--- src/rtl/bft_pkg.sv ---
package bft_pkg;
   localparam int FMT_W = 10;

   typedef enum logic [1:0] {
      CH_NORMAL    = 2'd0,
      CH_ECHO      = 2'd1,
      CH_LOCAL_LB  = 2'd2,
      CH_REMOTE_LB = 2'd3
   } chan_e;

   typedef struct packed {
      logic [3:0] data_bits;
      logic       par_en;
      logic       par_odd;
      logic [1:0] stop_bits;
      chan_e      chan;
   } line_fmt_t;

   function automatic line_fmt_t decode_fmt(input logic [FMT_W-1:0] f);
      line_fmt_t r;
      unique case (f[2:1])
         2'b11:   r.data_bits = 4'd6;
         2'b10:   r.data_bits = 4'd7;
         default: r.data_bits = 4'd8;
      endcase
      r.par_en    = (f[5:4] == 2'b00);
      r.par_odd   = (f[5:3] == 3'b001);
      r.stop_bits = (f[7:6] == 2'b11) ? 2'd1 : 2'd2;
      r.chan      = chan_e'(f[9:8]);
      return r;
   endfunction
endpackage

--- src/rtl/bft_prescaler.sv ---
module bft_prescaler #(
   parameter int PRE_DIV = 8
) (
   input  logic clk,
   input  logic rst_n,
   input  logic clear,
   input  logic sel,
   output logic src_en
);
   generate
      if (PRE_DIV == 1) begin : g_bypass
         assign src_en = 1'b1;
      end else begin : g_count
         localparam int            CW   = $clog2(PRE_DIV);
         localparam logic [CW-1:0] LAST = CW'(PRE_DIV - 1);
         logic [CW-1:0] cnt_q;
         logic          wrap;

         assign wrap = (cnt_q == LAST);

         always_ff @(posedge clk or negedge rst_n) begin
            if (!rst_n)              cnt_q <= '0;
            else if (clear || !sel)  cnt_q <= '0;
            else                     cnt_q <= wrap ? '0 : cnt_q + 1'b1;
         end

         // source pulses only on the last phase while prescaling is chosen
         assign src_en = !sel || wrap;
      end
   endgenerate
endmodule

--- src/rtl/bft_rate_div.sv ---
module bft_rate_div #(
   parameter int W = 16
) (
   input  logic         clk,
   input  logic         rst_n,
   input  logic         clear,
   input  logic         active,
   input  logic         en,
   input  logic [W-1:0] limit,
   output logic         tick
);
   logic [W-1:0] cnt_q;
   logic         at_end;

   assign at_end = (cnt_q >= limit);

   always_ff @(posedge clk or negedge rst_n) begin
      if (!rst_n) begin
         cnt_q <= '0;
         tick  <= 1'b0;
      end else if (clear || !active) begin
         cnt_q <= '0;
         tick  <= 1'b0;
      end else begin
         tick <= en && at_end;
         if (en) cnt_q <= at_end ? '0 : cnt_q + 1'b1;
      end
   end
endmodule

--- src/rtl/bft_fmt_decode.sv ---
module bft_fmt_decode
   import bft_pkg::*;
(
   input  logic [FMT_W-1:0] fmt,
   output logic [3:0]       data_bits,
   output logic             parity_en,
   output logic             parity_odd,
   output logic [1:0]       stop_bits,
   output logic [1:0]       chan_mode,
   output logic [3:0]       frame_bits
);
   line_fmt_t lf;

   always_comb begin
      lf         = decode_fmt(fmt);
      data_bits  = lf.data_bits;
      parity_en  = lf.par_en;
      parity_odd = lf.par_odd;
      stop_bits  = lf.stop_bits;
      chan_mode  = lf.chan;
      // start bit + data + optional parity + stop bits
      frame_bits = 4'd1 + lf.data_bits + {3'b000, lf.par_en} + {2'b00, lf.stop_bits};
   end
endmodule

--- src/rtl/baud_frame_timer.sv ---
module baud_frame_timer
   import bft_pkg::*;
#(
   parameter int          CD_W    = 16,
   parameter int          DIV_W   = 8,
   parameter int          PRE_DIV = 8,
   parameter int unsigned CD_RST  = 15,
   parameter int unsigned DIV_RST = 0
) (
   input  logic             clk,
   input  logic             rst_n,
   input  logic             fmt_we,
   input  logic [9:0]       fmt_wdata,
   input  logic             cnt_we,
   input  logic [CD_W-1:0]  cnt_wdata,
   input  logic             div_we,
   input  logic [DIV_W-1:0] div_wdata,
   output logic             sample_tick,
   output logic             bit_tick,
   output logic [3:0]       data_bits,
   output logic             parity_en,
   output logic             parity_odd,
   output logic [1:0]       stop_bits,
   output logic [1:0]       chan_mode,
   output logic [3:0]       frame_bits
);
   localparam logic [CD_W-1:0] CD_MIN = CD_W'(2);

   generate
      if (CD_W < 2 || CD_W > 31) begin : g_bad_cd_w
         $error("CD_W must lie in 2..31");
      end
      if (DIV_W < 1 || DIV_W > 31) begin : g_bad_div_w
         $error("DIV_W must lie in 1..31");
      end
      if (PRE_DIV < 1) begin : g_bad_pre
         $error("PRE_DIV must be at least 1");
      end
      if ((CD_RST >> CD_W) != 0 || (DIV_RST >> DIV_W) != 0) begin : g_bad_rst
         $error("reset values exceed register widths");
      end
   endgenerate

   logic [FMT_W-1:0] fmt_q;
   logic [CD_W-1:0]  cd_q;
   logic [DIV_W-1:0] div_q;
   logic             any_we;
   logic             src_en;
   logic             gen_on;

   assign any_we = fmt_we || cnt_we || div_we;

   always_ff @(posedge clk or negedge rst_n) begin
      if (!rst_n) begin
         fmt_q <= '0;
         cd_q  <= CD_W'(CD_RST);
         div_q <= DIV_W'(DIV_RST);
      end else begin
         if (fmt_we) fmt_q <= fmt_wdata;
         if (cnt_we) cd_q  <= cnt_wdata;
         if (div_we) div_q <= div_wdata;
      end
   end

   assign gen_on = (cd_q >= CD_MIN);

   bft_prescaler #(.PRE_DIV(PRE_DIV)) pre_i (
      .clk    (clk),
      .rst_n  (rst_n),
      .clear  (any_we),
      .sel    (fmt_q[0]),
      .src_en (src_en)
   );

   bft_rate_div #(.W(CD_W)) cd_div_i (
      .clk    (clk),
      .rst_n  (rst_n),
      .clear  (any_we),
      .active (gen_on),
      .en     (src_en),
      .limit  (cd_q - 1'b1),
      .tick   (sample_tick)
   );

   bft_rate_div #(.W(DIV_W)) bit_div_i (
      .clk    (clk),
      .rst_n  (rst_n),
      .clear  (any_we),
      .active (gen_on),
      .en     (sample_tick),
      .limit  (div_q),
      .tick   (bit_tick)
   );

   bft_fmt_decode dec_i (
      .fmt        (fmt_q),
      .data_bits  (data_bits),
      .parity_en  (parity_en),
      .parity_odd (parity_odd),
      .stop_bits  (stop_bits),
      .chan_mode  (chan_mode),
      .frame_bits (frame_bits)
   );

   assert_reload_quiet_R10: assert property (@(posedge clk) disable iff (!rst_n)
      any_we |=> (!sample_tick && !bit_tick));

   assert_bit_after_sample_R3: assert property (@(posedge clk) disable iff (!rst_n)
      bit_tick |-> $past(sample_tick));

   assert_bit_single_R3: assert property (@(posedge clk) disable iff (!rst_n)
      bit_tick |=> !bit_tick);

   assert_sample_single_R11: assert property (@(posedge clk) disable iff (!rst_n)
      sample_tick |=> !sample_tick);

   assert_idle_when_off_R9: assert property (@(posedge clk) disable iff (!rst_n)
      (cd_q < CD_MIN) |=> !sample_tick);

   assert_frame_span_R8: assert property (@(posedge clk) disable iff (!rst_n)
      (frame_bits >= 4'd8) && (frame_bits <= 4'd12));
endmodule

--- config.mk ---
export PLATFORM = sky130hd
export DESIGN_NAME = baud_frame_timer
export DESIGN_NICKNAME = d
export VERILOG_FILES = /design/src/rtl/bft_pkg.sv /design/src/rtl/bft_prescaler.sv /design/src/rtl/bft_rate_div.sv /design/src/rtl/bft_fmt_decode.sv /design/src/rtl/baud_frame_timer.sv
export SDC_FILE = /design/constraint.sdc
export NUM_CORES = 1
export LEC_CHECK = 0
export BUFFER_PORTS_ARGS = -buffer_cell sky130_fd_sc_hd__clkbuf_2
export CAP_MARGIN = 20
export CORE_ASPECT_RATIO = 0.8
export CORE_MARGIN = 1
export CORE_UTILIZATION = 58
export CTS_CLUSTER_SIZE = 40
export DETAILED_ROUTE_END_ITERATION = 6
export GPL_ROUTABILITY_DRIVEN = 0
export GPL_TIMING_DRIVEN = 0
export PLACE_DENSITY = 0.76
export SYNTH_ARGS = -nofsm -noshare
export SYNTH_HDL_FRONTEND = slang
export SYNTH_HIERARCHICAL = 1
export SYNTH_SLANG_ARGS = --single-unit
export TNS_END_PERCENT = 5
--- constraint.sdc ---
create_clock -name clk -period 4.3 [get_ports clk]
set_input_delay 0.43 -clock clk [delete_from_list [all_inputs] [get_ports clk]]
set_output_delay 0.43 -clock clk [all_outputs]
set_load 0.02 [all_outputs]
==> out/results.tsv, run 1 <==
metric	value	unit
status	finished clean	
CTS sink cnt	63	
crit start category	register	
Cell Rows	27	
initial antenna violation count	0	
Antenna diodes	0	
synthesized area	0.00413	mm²
syn nets	479	
global-route wire length before repair	15300	µm
total gr overflow	0	
First DRT Iteration DRCs	150	
share of layout cells above drive strength 1	26.6	%
Main synth FF type	dfrtp_1	
DRT Wirelength	9130	µm
# DRC	0	
clk buf depth	2	
Hold Fails Final Rpt	0	
worst skew pair latency	0.36	ns
Die X	96.3	µm
count of cell types in the netlist	67	
Detail Route Antenna Nets	0	
Avg Cell Area, Syn	10.2	µm²
Slew Limit Fails	0	
Worst Setup Path Type	reg2reg	
MaxCap Viol Count	0	
I/O Pins	55	
fmax	0.275	GHz
Post-synth EDFFs	0	
RSZ-0062 raised after global routing	no	
H-tree Lvls	3	
Slew @ Worst Pin	0.876	ns
postcts setup bufs	0	
post-route core utilization	68.3	%
post-DP HPWL	6740	µm
reg2reg start	cd_q[0]	
Worst VDD drop	0.185	mV
Leak	0.00218	µW
Root Driver	clkbuf_8	
WP data arrival	3.87	ns
ys async rst share	100	%
Slew HR	41.4	%
R2R depth	15	
per-cell routed wire length	16.3	µm
r2r setup slk	0.66	ns
DIE AREA	0.00746	mm²
Via Count	3370	
total track usage	26.9	%
CTS tree	done	
# hold bufs at CTS	0	
crit path time final	3.64	ns
#FFs+latches synth	63	
PwrDens	311	mW/mm²
period utilisation layout	84.7	%
Worst EP required	4.52	ns
main area contributors after synthesis	dfrtp_1 (36%), ha_1 (10%), mux2_2 (7.4%)	
Final TNS setup	0	ns
worst min path class	in2async	
number of nets in the layout	541	
total CTS buffers	9	
CTS resizes	0	
Final setup viols	0	
element type at the critical path end	register	
worst-path fanout max	10	
leading area contributor after synthesis	dfrtp_1	
vias in the first global route	3265	
Worst-path clk slew	0.08	ns
post-synthesis sequential area ratio	38.3	%
Pre-Repair DR Iteration Count	5	
top-area cell type share of the netlist area	35.8	%
Post-Syn Instances	406	
Initial Util	59.9	%
FF-to-FF End	cd_div_i/cnt_q[13]	
Chip Height	77.5	µm
largest net degree at the start of global routing	64	
Vias/cell	6.02	
synthesis-to-finish area growth	14.0	%
Worst Clk Skew	0.0110	ns
core area	0.00689	mm²
port bufs	51	
Syn. warnings	6	
[cell type report]
cell class | instances | area, µm²
Sequential cell | 63 | 1580
Tap cell | 87 | 109
Multi-Input combinational cell | 282 | 2280
Clock buffer | 10 | 128
Clock inverter | 6 | 85.1
Inverter | 40 | 150
Timing Repair Buffer | 51 | 258
Fill cell | 547 | 2180
Buffer | 21 | 119
[placed cells by master (no fill, tap or decap), drive strengths merged, types with 3 or more instances in the layout]
master	synthesis	layout
a2111oi	4	4
a211oi	4	4
a21oi	7	7
a31oi	9	9
a41oi	8	8
and2	5	5
and3	5	5
and3b	3	3
buf	10	10
clkbuf	11	72
clkinv	1	3
dfrtp	59	59
dfstp	4	4
ha	34	34
inv	39	39
mux2	32	32
nand2	21	21
nand2b	6	6
nand3	24	24
nand4	25	25
nor2	12	12
nor3	8	8
nor3b	3	3
nor4	6	6
o2111ai	3	3
o211ai	4	4
o21ai	10	10
o311ai	3	3
or3	3	3
or4	3	3
xnor2	8	8
xor2	10	10
[Yosys cell counts (4+ instances only)]
library cell and instances:
xor2_1 10, dfrtp_1 59, nand4_1 25, buf_4 4
a41oi_1 8, clkbuf_1 11, nor4_1 4, ha_1 34
mux2_2 27, o21ai_1 5, a21oi_1 5, a2111oi_0 4
o21ai_0 5, a31oi_1 8, and2_1 5, o211ai_1 4
and3_1 5, nand2b_1 6, dfstp_2 4, nand2_1 21
inv_1 39, nand3_1 22, nor2_1 11, xnor2_1 8
mux2_1 5, nor3_1 8
[metrics by stage]
stage | instance area, µm² | setup WS (ns) | total power [µW] | hold WS [ns] | std cells
2_1_floorplan | 4130 | 1.06 | 825 | 0.134 | 406
3_3_place_gp | 4490 | 0.739 | 892 | 0.453 | 544
3_5_place_dp | 4490 | 0.706 | 905 | 0.449 | 544
4_1_cts | 4710 | 0.672 | 1470 | 0.248 | 560
5_1_grt | 4710 | 0.416 | 1530 | 0.298 | 560
6_report | 4710 | 0.659 | 1460 | 0.196 | 560
[critical path, cell delays in order, from the launching register on]
cell and delay [ns]:
dfstp_2 0.39, inv_1 0.14, ha_1 0.20, nor3b_2 0.32
nand2_1 0.17, nor4b_2 0.27, xor2_1 0.19, inv_1 0.07
ha_1 0.29, nand4_1 0.11, or4_1 0.55, o32a_1 0.31
buf_6 0.15, buf_6 0.14, nand4_1 0.10, o221ai_2 0.10
[where the power goes]
group,internal (µW),switching (µW)
clock,324,247
combinational,102,126
sequential,628,36.4
[per-layer routing]
metal  track usage [%]  routed length (µm)  vias up
li1                  -                   -     1621
met1              36.8                4160     1609
met2              41.7                4200      125
met3              8.24                 652       15
met4              6.62                 107        0
met5                 0                   0        -
[state kept, by name (all words and copies together), names as in the netlist]
register / flops
bit_div_i/cnt_q: 8
bit_div_i/tick: 1
cd_div_i/cnt_q: 16
cd_div_i/tick: 1
cd_q: 16
div_q: 8
fmt_q: 10
pre_i/g_count.cnt_q: 3
[worst max-delay path by stage]
| stage | from | end |
|---|---|---|
| global route | cd_q[0] | cd_div_i/cnt_q[4] |
| detailed placement | cd_q[0] | cd_div_i/cnt_q[4] |
| finish | cd_q[0] | cd_div_i/cnt_q[13] |
| CTS | cd_q[0] | cd_div_i/cnt_q[13] |
| floorplan | cd_q[0] | cd_div_i/cnt_q[13] |
| global placement | cd_q[0] | cd_div_i/cnt_q[7] |
[cell families (layout without fill, tap and decap cells)]
| family | count (synthesis) | after routing | share of synthesized area (%) |
|---|---|---|---|
| xor gates and xnor gates | 18 | 18 | 3.82 |
| muxes | 32 | 32 | 8.73 |
| and+or+nand+nor | 133 | 133 | 19.8 |
| adders and majority gates | 34 | 34 | 10.3 |
| AOI/OAI and AO/OA | 64 | 64 | 12.5 |
| buffers and inverters | 61 | 128 | 6.52 |
| DFF | 63 | 63 | 38.3 |
| other | 1 | 1 | 0.0908 |
Power figures use the tool's default switching activity.
==> run 2: changes to the inputs <==
- CORE_UTILIZATION: 58 -> 53
- PLACE_DENSITY: 0.76 -> 0.73
- clock period: 4.3 -> 3.1 ns (I/O delays scaled with it)
==> out/results.tsv, run 2 (synthesis results as in run 1) <==
metric	value	unit	change
worst skew pair latency	0.34	ns	-0.02 ns
CTS tree	done		
period utilisation layout	109	%	+24 points
# hold bufs at CTS	0		unchanged
Final setup viols	17		+17
CTS sink cnt	63		unchanged
Worst Setup Path Type	reg2reg		
per-cell routed wire length	16.4	µm	+0.45%
global-route wire length before repair	15900	µm	+4.1%
Slew Limit Fails	0		unchanged
failing checks	negative setup slack		
total CTS buffers	9		unchanged
total gr overflow	0		unchanged
largest net degree at the start of global routing	64		unchanged
placed insts	562		+3.3%
PwrDens	428	mW/mm²	+38%
Worst-path clk slew	0.07	ns	about the same
First DRT Iteration DRCs	133		-11%
Via Count	3464		+2.8%
post-DP HPWL	6840	µm	+1.5%
Slew @ Worst Pin	0.883	ns	+0.00700 ns
CP peak stage delay	0.44	ns	-0.11 ns
Sequential cell area	0.00158	mm²	+0.16%
post-route core utilization	65.3	%	-3.0 points
initial antenna violation count	0		unchanged
Final TNS setup	-3.95	ns	-3.95 ns
H-tree Lvls	3		unchanged
Placed Instance Area	0.00453	mm²	+0.75%
Antenna diodes	0		unchanged
Cell Rows	28		+3.7%
biggest registers after layout	cd_div_i/cnt_q x16, cd_q x16, fmt_q x10		
number of nets in the layout	550		+1.7%
Pre-Repair DR Iteration Count	5		unchanged
DRT Wirelength	9610	µm	+5.3%
Root Driver	clkbuf_8		
Worst VDD drop	0.272	mV	+47%
overall power	2080	µW	+42%
# DRC	0		unchanged
Worst EP required	3.31	ns	-1.21 ns
Detail Route Antenna Nets	0		unchanged
port bufs	51		unchanged
share of layout cells above drive strength 1	29.9	%	+3.2 points
crit path time final	3.37	ns	-0.269 ns
fmax	0.297	GHz	+8.0%
MaxCap Viol Count	0		unchanged
Initial Util	55.3	%	-4.6 points
total track usage	25.4	%	-1.6 points
Vias/cell	5.90		-1.9%
DIE AREA	0.00815	mm²	+9.2%
crit start category	register		
vias in the first global route	3314		+1.5%
Worst Clk Skew	0.00616	ns	-0.00485 ns
Final Cell Area	0.00487	mm²	+3.5%
most common cell after layout, fill and taps aside	dfrtp_1		
Leak	0.00225	µW	+2.9%
multi-input logic area	0.00234	mm²	+2.6%
I/O Pins	55		unchanged
Slew HR	41.1	%	-0.34 points
synthesis-to-finish area growth	18.0	%	
worst-path fanout max	10		unchanged
status	finished, violations left		
clk buf depth	2		unchanged
Die X	101	µm	+4.5%
Finished Layout Cells	587		+4.8%
Slowest cell on crit path	or4_4		
WP data arrival	3.58	ns	-0.29 ns
Final WS setup	-0.272	ns	-0.931 ns
element type at the critical path end	register		
Filler cells	619		+13%
CP Cell Sequence	or3_4 -> or4_4 -> nor2_2 -> xor2_1 -> inv_1 -> ha_4 -> nand4_1 -> or4_4 -> o32a_1 -> buf_6 -> buf_6 -> nand4_1 -> o221ai_2		
Chip Height	80.9	µm	+4.5%
core area	0.00746	mm²	+8.3%
most frequent cells in the layout	dfrtp_1 (57), clkbuf_2 (51), inv_1 (37)		
worst min path class	in2async		
Hold Fails Final Rpt	0		unchanged
RSZ-0062 raised after global routing	yes		
run 2: cell types whose count changed in the layout (fill, tap and decap cells not counted), moves of 2 or more:
cell,delta
ha_1,-2
dfrtp_2,+2
ha_4,+2
inv_2,+2
clkbuf_8,+2
dfrtp_1,-2
inv_1,-2
buf_4,+8
clkinvlp_4,-2
run 2: where the power goes:
group,internal (µW),switching [µW],total (µW),leakage (µW)
logic,155,185,340,0.00134
clock network,496,321,818,0.000114
registers,872,54.5,927,0.000796
total,1520,561,2080,0.00225
run 2: worst paths after layout:
path | startpoint | endpoint | slack [ns] | cells past startpoint
min | rst_n | cd_q[14] | 0.11 | 1
max reg2reg | cd_q[11] | cd_div_i/cnt_q[15] | -0.27 | 13
max in group asynchronous | rst_n | cd_q[6] | 2.38 | 1
min reg2reg | pre_i/g_count.cnt_q[0] | pre_i/g_count.cnt_q[0] | 0.47 | 1
min in group clk | cnt_wdata[0] | cd_q[0] | 0.18 | 3
max | cd_q[11] | cd_div_i/cnt_q[15] | -0.27 | 13
run 2: final cells by class:
| class | count | area share, % |
|---|---|---|
| Sequential cell | 63 | 32.5 |
| Clock inverter | 3 | 1.34 |
| Timing Repair Buffer | 60 | 6.63 |
| Tap cell | 105 | 2.70 |
| Inverter | 40 | 3.08 |
| Buffer | 21 | 2.47 |
| Multi-Input combinational cell | 282 | 48.0 |
| Clock buffer | 13 | 3.26 |
run 2: through the flow:
step	hold slack, ns	worst slack, ns
detailed placement	0.456	-0.401
CTS	0.136	-0.269
global placement	0.453	-0.366
floorplan	0.0144	-0.105
global route	0.180	-0.460
finish	0.106	-0.272
run 2: timing repair:
item	in CTS	in global routing
gates cloned	1	0
setup endpoints to repair	17	17
gates resized for setup	8	3
setup buffers	8	0
pin swaps	12	2
run 2: per-layer routing:
| layer | up-vias | wire length (µm) | GRT usage [%] |
|---|---|---|---|
| met5 | - | 0 | 0 |
| met4 | 0 | 156 | 9.57 |
| met3 | 15 | 620 | 5.77 |
| met2 | 130 | 4460 | 40.3 |
| met1 | 1679 | 4380 | 33.9 |
| li1 | 1640 | - | - |
run 2: worst max-delay path, delay by kind of cell (launching register included):
kind | cells | cell delay, ns
xor gates and xnor gates | 1 | 0.15
adders and majority gates | 1 | 0.28
buffers and inverters | 3 | 0.39
DFF | 1 | 0.39
AOI/OAI and AO/OA | 2 | 0.44
and+or+nand+nor | 6 | 1.58
==> run 3: changes to the inputs <==
- CELL_PAD_IN_SITES_DETAIL_PLACEMENT: not set -> 0
- CELL_PAD_IN_SITES_GLOBAL_PLACEMENT: not set -> 1
- CORE_UTILIZATION: 53 -> 41
==> out/results.tsv, run 3 (synthesis results as in run 1) <==
metric	value	unit	change
crit start category	register		
Sequential cell area	0.00158	mm²	unchanged
total gr overflow	0		unchanged
worst slack at placement	-0.424	ns	-0.0230 ns
# hold bufs at CTS	0		unchanged
CTS sink cnt	63		unchanged
worst min path class	in2async		
period utilisation layout	108	%	-0.39 points
initial antenna violation count	0		unchanged
Vias/cell	5.45		-7.7%
Slowest cell on crit path	or4_4		
placed insts	593		+5.5%
Filler cells	923		+49%
failing checks	negative setup slack		
Cell Rows	32		+14%
Critical path buffers and inverters	3		unchanged
worst-path fanout max	10		unchanged
synthesis-to-finish area growth	21.8	%	
Final TNS setup	-3.66	ns	+0.292 ns
crit path time final	3.36	ns	-0.0121 ns
PwrDens	434	mW/mm²	+1.3%
First DRT Iteration DRCs	114		-14%
# DRC	0		unchanged
MaxCap Viol Count	0		unchanged
core area	0.00973	mm²	+30%
fmax	0.298	GHz	+0.36%
total CTS buffers	9		unchanged
I/O Pins	55		unchanged
Via Count	3388		-2.2%
most common cell after layout, fill and taps aside	dfrtp_1		
Root Driver	clkbuf_16		
vias in the first global route	3262		-1.6%
Initial Util	42.4	%	-13 points
Final Cell Area	0.00503	mm²	+3.2%
Most common cell on crit path	nand4_1		
CP Cell Sequence	or3_4 -> or4_4 -> nor2_4 -> xor2_1 -> inv_1 -> ha_4 -> nand4_1 -> or4_1 -> o32a_1 -> buf_6 -> buf_8 -> nand4_1 -> a31oi_1		
Hold Fails Final Rpt	0		unchanged
Worst EP required	3.27	ns	-0.04 ns
Worst Setup Path Type	reg2reg		
Pre-Repair DR Iteration Count	4		-1
port bufs	51		unchanged
Finished Layout Cells	622		+6.0%
Worst Clk Skew	0.00333	ns	-0.00283 ns
most frequent cells in the layout	dfrtp_1 (57), clkbuf_2 (52), inv_1 (36)		
Fin Hold WS	0.131	ns	+0.0249 ns
total track usage	19.6	%	-5.8 points
Worst VDD drop	0.277	mV	+2.0%
clk buf depth	2		unchanged
Detail Route Antenna Nets	0		unchanged
per-cell routed wire length	15.1	µm	-7.7%
DIE AREA	0.0105	mm²	+29%
Final WS setup	-0.260	ns	+0.0121 ns
Leak	0.00230	µW	+2.4%
largest net degree at the start of global routing	64		unchanged
DRT Wirelength	9400	µm	-2.2%
CP peak stage delay	0.43	ns	about the same
Chip Height	91.7	µm	+13%
Worst-path clk slew	0.05	ns	-0.02 ns
H-tree Lvls	3		unchanged
global-route wire length before repair	16100	µm	+0.73%
worst skew pair latency	0.33	ns	about the same
status	finished, violations left		
post-DP HPWL	6790	µm	-0.64%
Slew HR	41.8	%	+0.71 points
element type at the critical path end	register		
share of layout cells above drive strength 1	31.7	%	+1.8 points
Die X	114	µm	+13%
Placed Instance Area	0.00457	mm²	+0.86%
Antenna diodes	0		unchanged
CTS tree	done		
number of nets in the layout	555		+0.91%
Final setup viols	17		unchanged
WP data arrival	3.53	ns	-0.05 ns
Crit path max-delay family	simple AND/OR/NAND/NOR gates		
multi-input logic area	0.00237	mm²	+1.3%
Slew Limit Fails	0		unchanged
Slew @ Worst Pin	0.873	ns	-0.0106 ns
RSZ-0062 raised after global routing	yes		
biggest registers after layout	cd_div_i/cnt_q x16, cd_q x16, fmt_q x10		
[run 3: cell type report]
cell class,count,share of cell area [%]
multi-input combinational,282,47.1
sequential,63,31.5
timing repair buffer,65,7.17
clock buffer,11,4.83
tap,136,3.39
inverter,40,3.04
buffer,21,2.49
clock inverter,4,0.448
[run 3: metal layers]
layer  GRT usage [%]  vias to the layer above  wire length, µm
met5               0                        -                0
met1            26.6                     1623             4510
met3            3.97                       10              507
met2            31.1                      104             4260
met4            6.39                        0              122
li1                -                     1651                -
[run 3: worst paths after layout]
check / start / cells past startpoint / slack, ns / endpoint
min in group clk: cnt_wdata[15] / 2 / 0.20 / cd_q[15]
hold / removal: rst_n / 1 / 0.13 / div_q[5]
max in group asynchronous: rst_n / 1 / 2.36 / cd_q[4]
setup reg to reg: cd_q[10] / 13 / -0.26 / cd_div_i/cnt_q[12]
hold reg to reg: pre_i/g_count.cnt_q[0] / 1 / 0.46 / pre_i/g_count.cnt_q[0]
setup / recovery: cd_q[10] / 13 / -0.26 / cd_div_i/cnt_q[12]
[run 3: per-stage QoR]
step	utilization, %	total power, µW
after detailed placement	46.9	1260
after global placement	46.9	1250
after floorplan	-	1150
final	51.7	2180
after global routing	51.7	2300
after CTS	51.1	2200
[run 3: repair_timing]
item | CTS | global route
resized for setup | 12 | 7
cloned | 1 | 0
pin swaps | 14 | 13
setup endpoints to repair | 17 | 17
setup buffers | 10 | 3
[run 3: where the power goes]
| group | switching (µW) | total (µW) | leakage, µW | internal [µW] |
|---|---|---|---|---|
| Combinational | 185 | 349 | 0.00137 | 164 |
| Clock | 353 | 907 | 0.000131 | 553 |
| Sequential | 50.8 | 924 | 0.000796 | 873 |
| Total | 589 | 2180 | 0.00230 | 1590 |
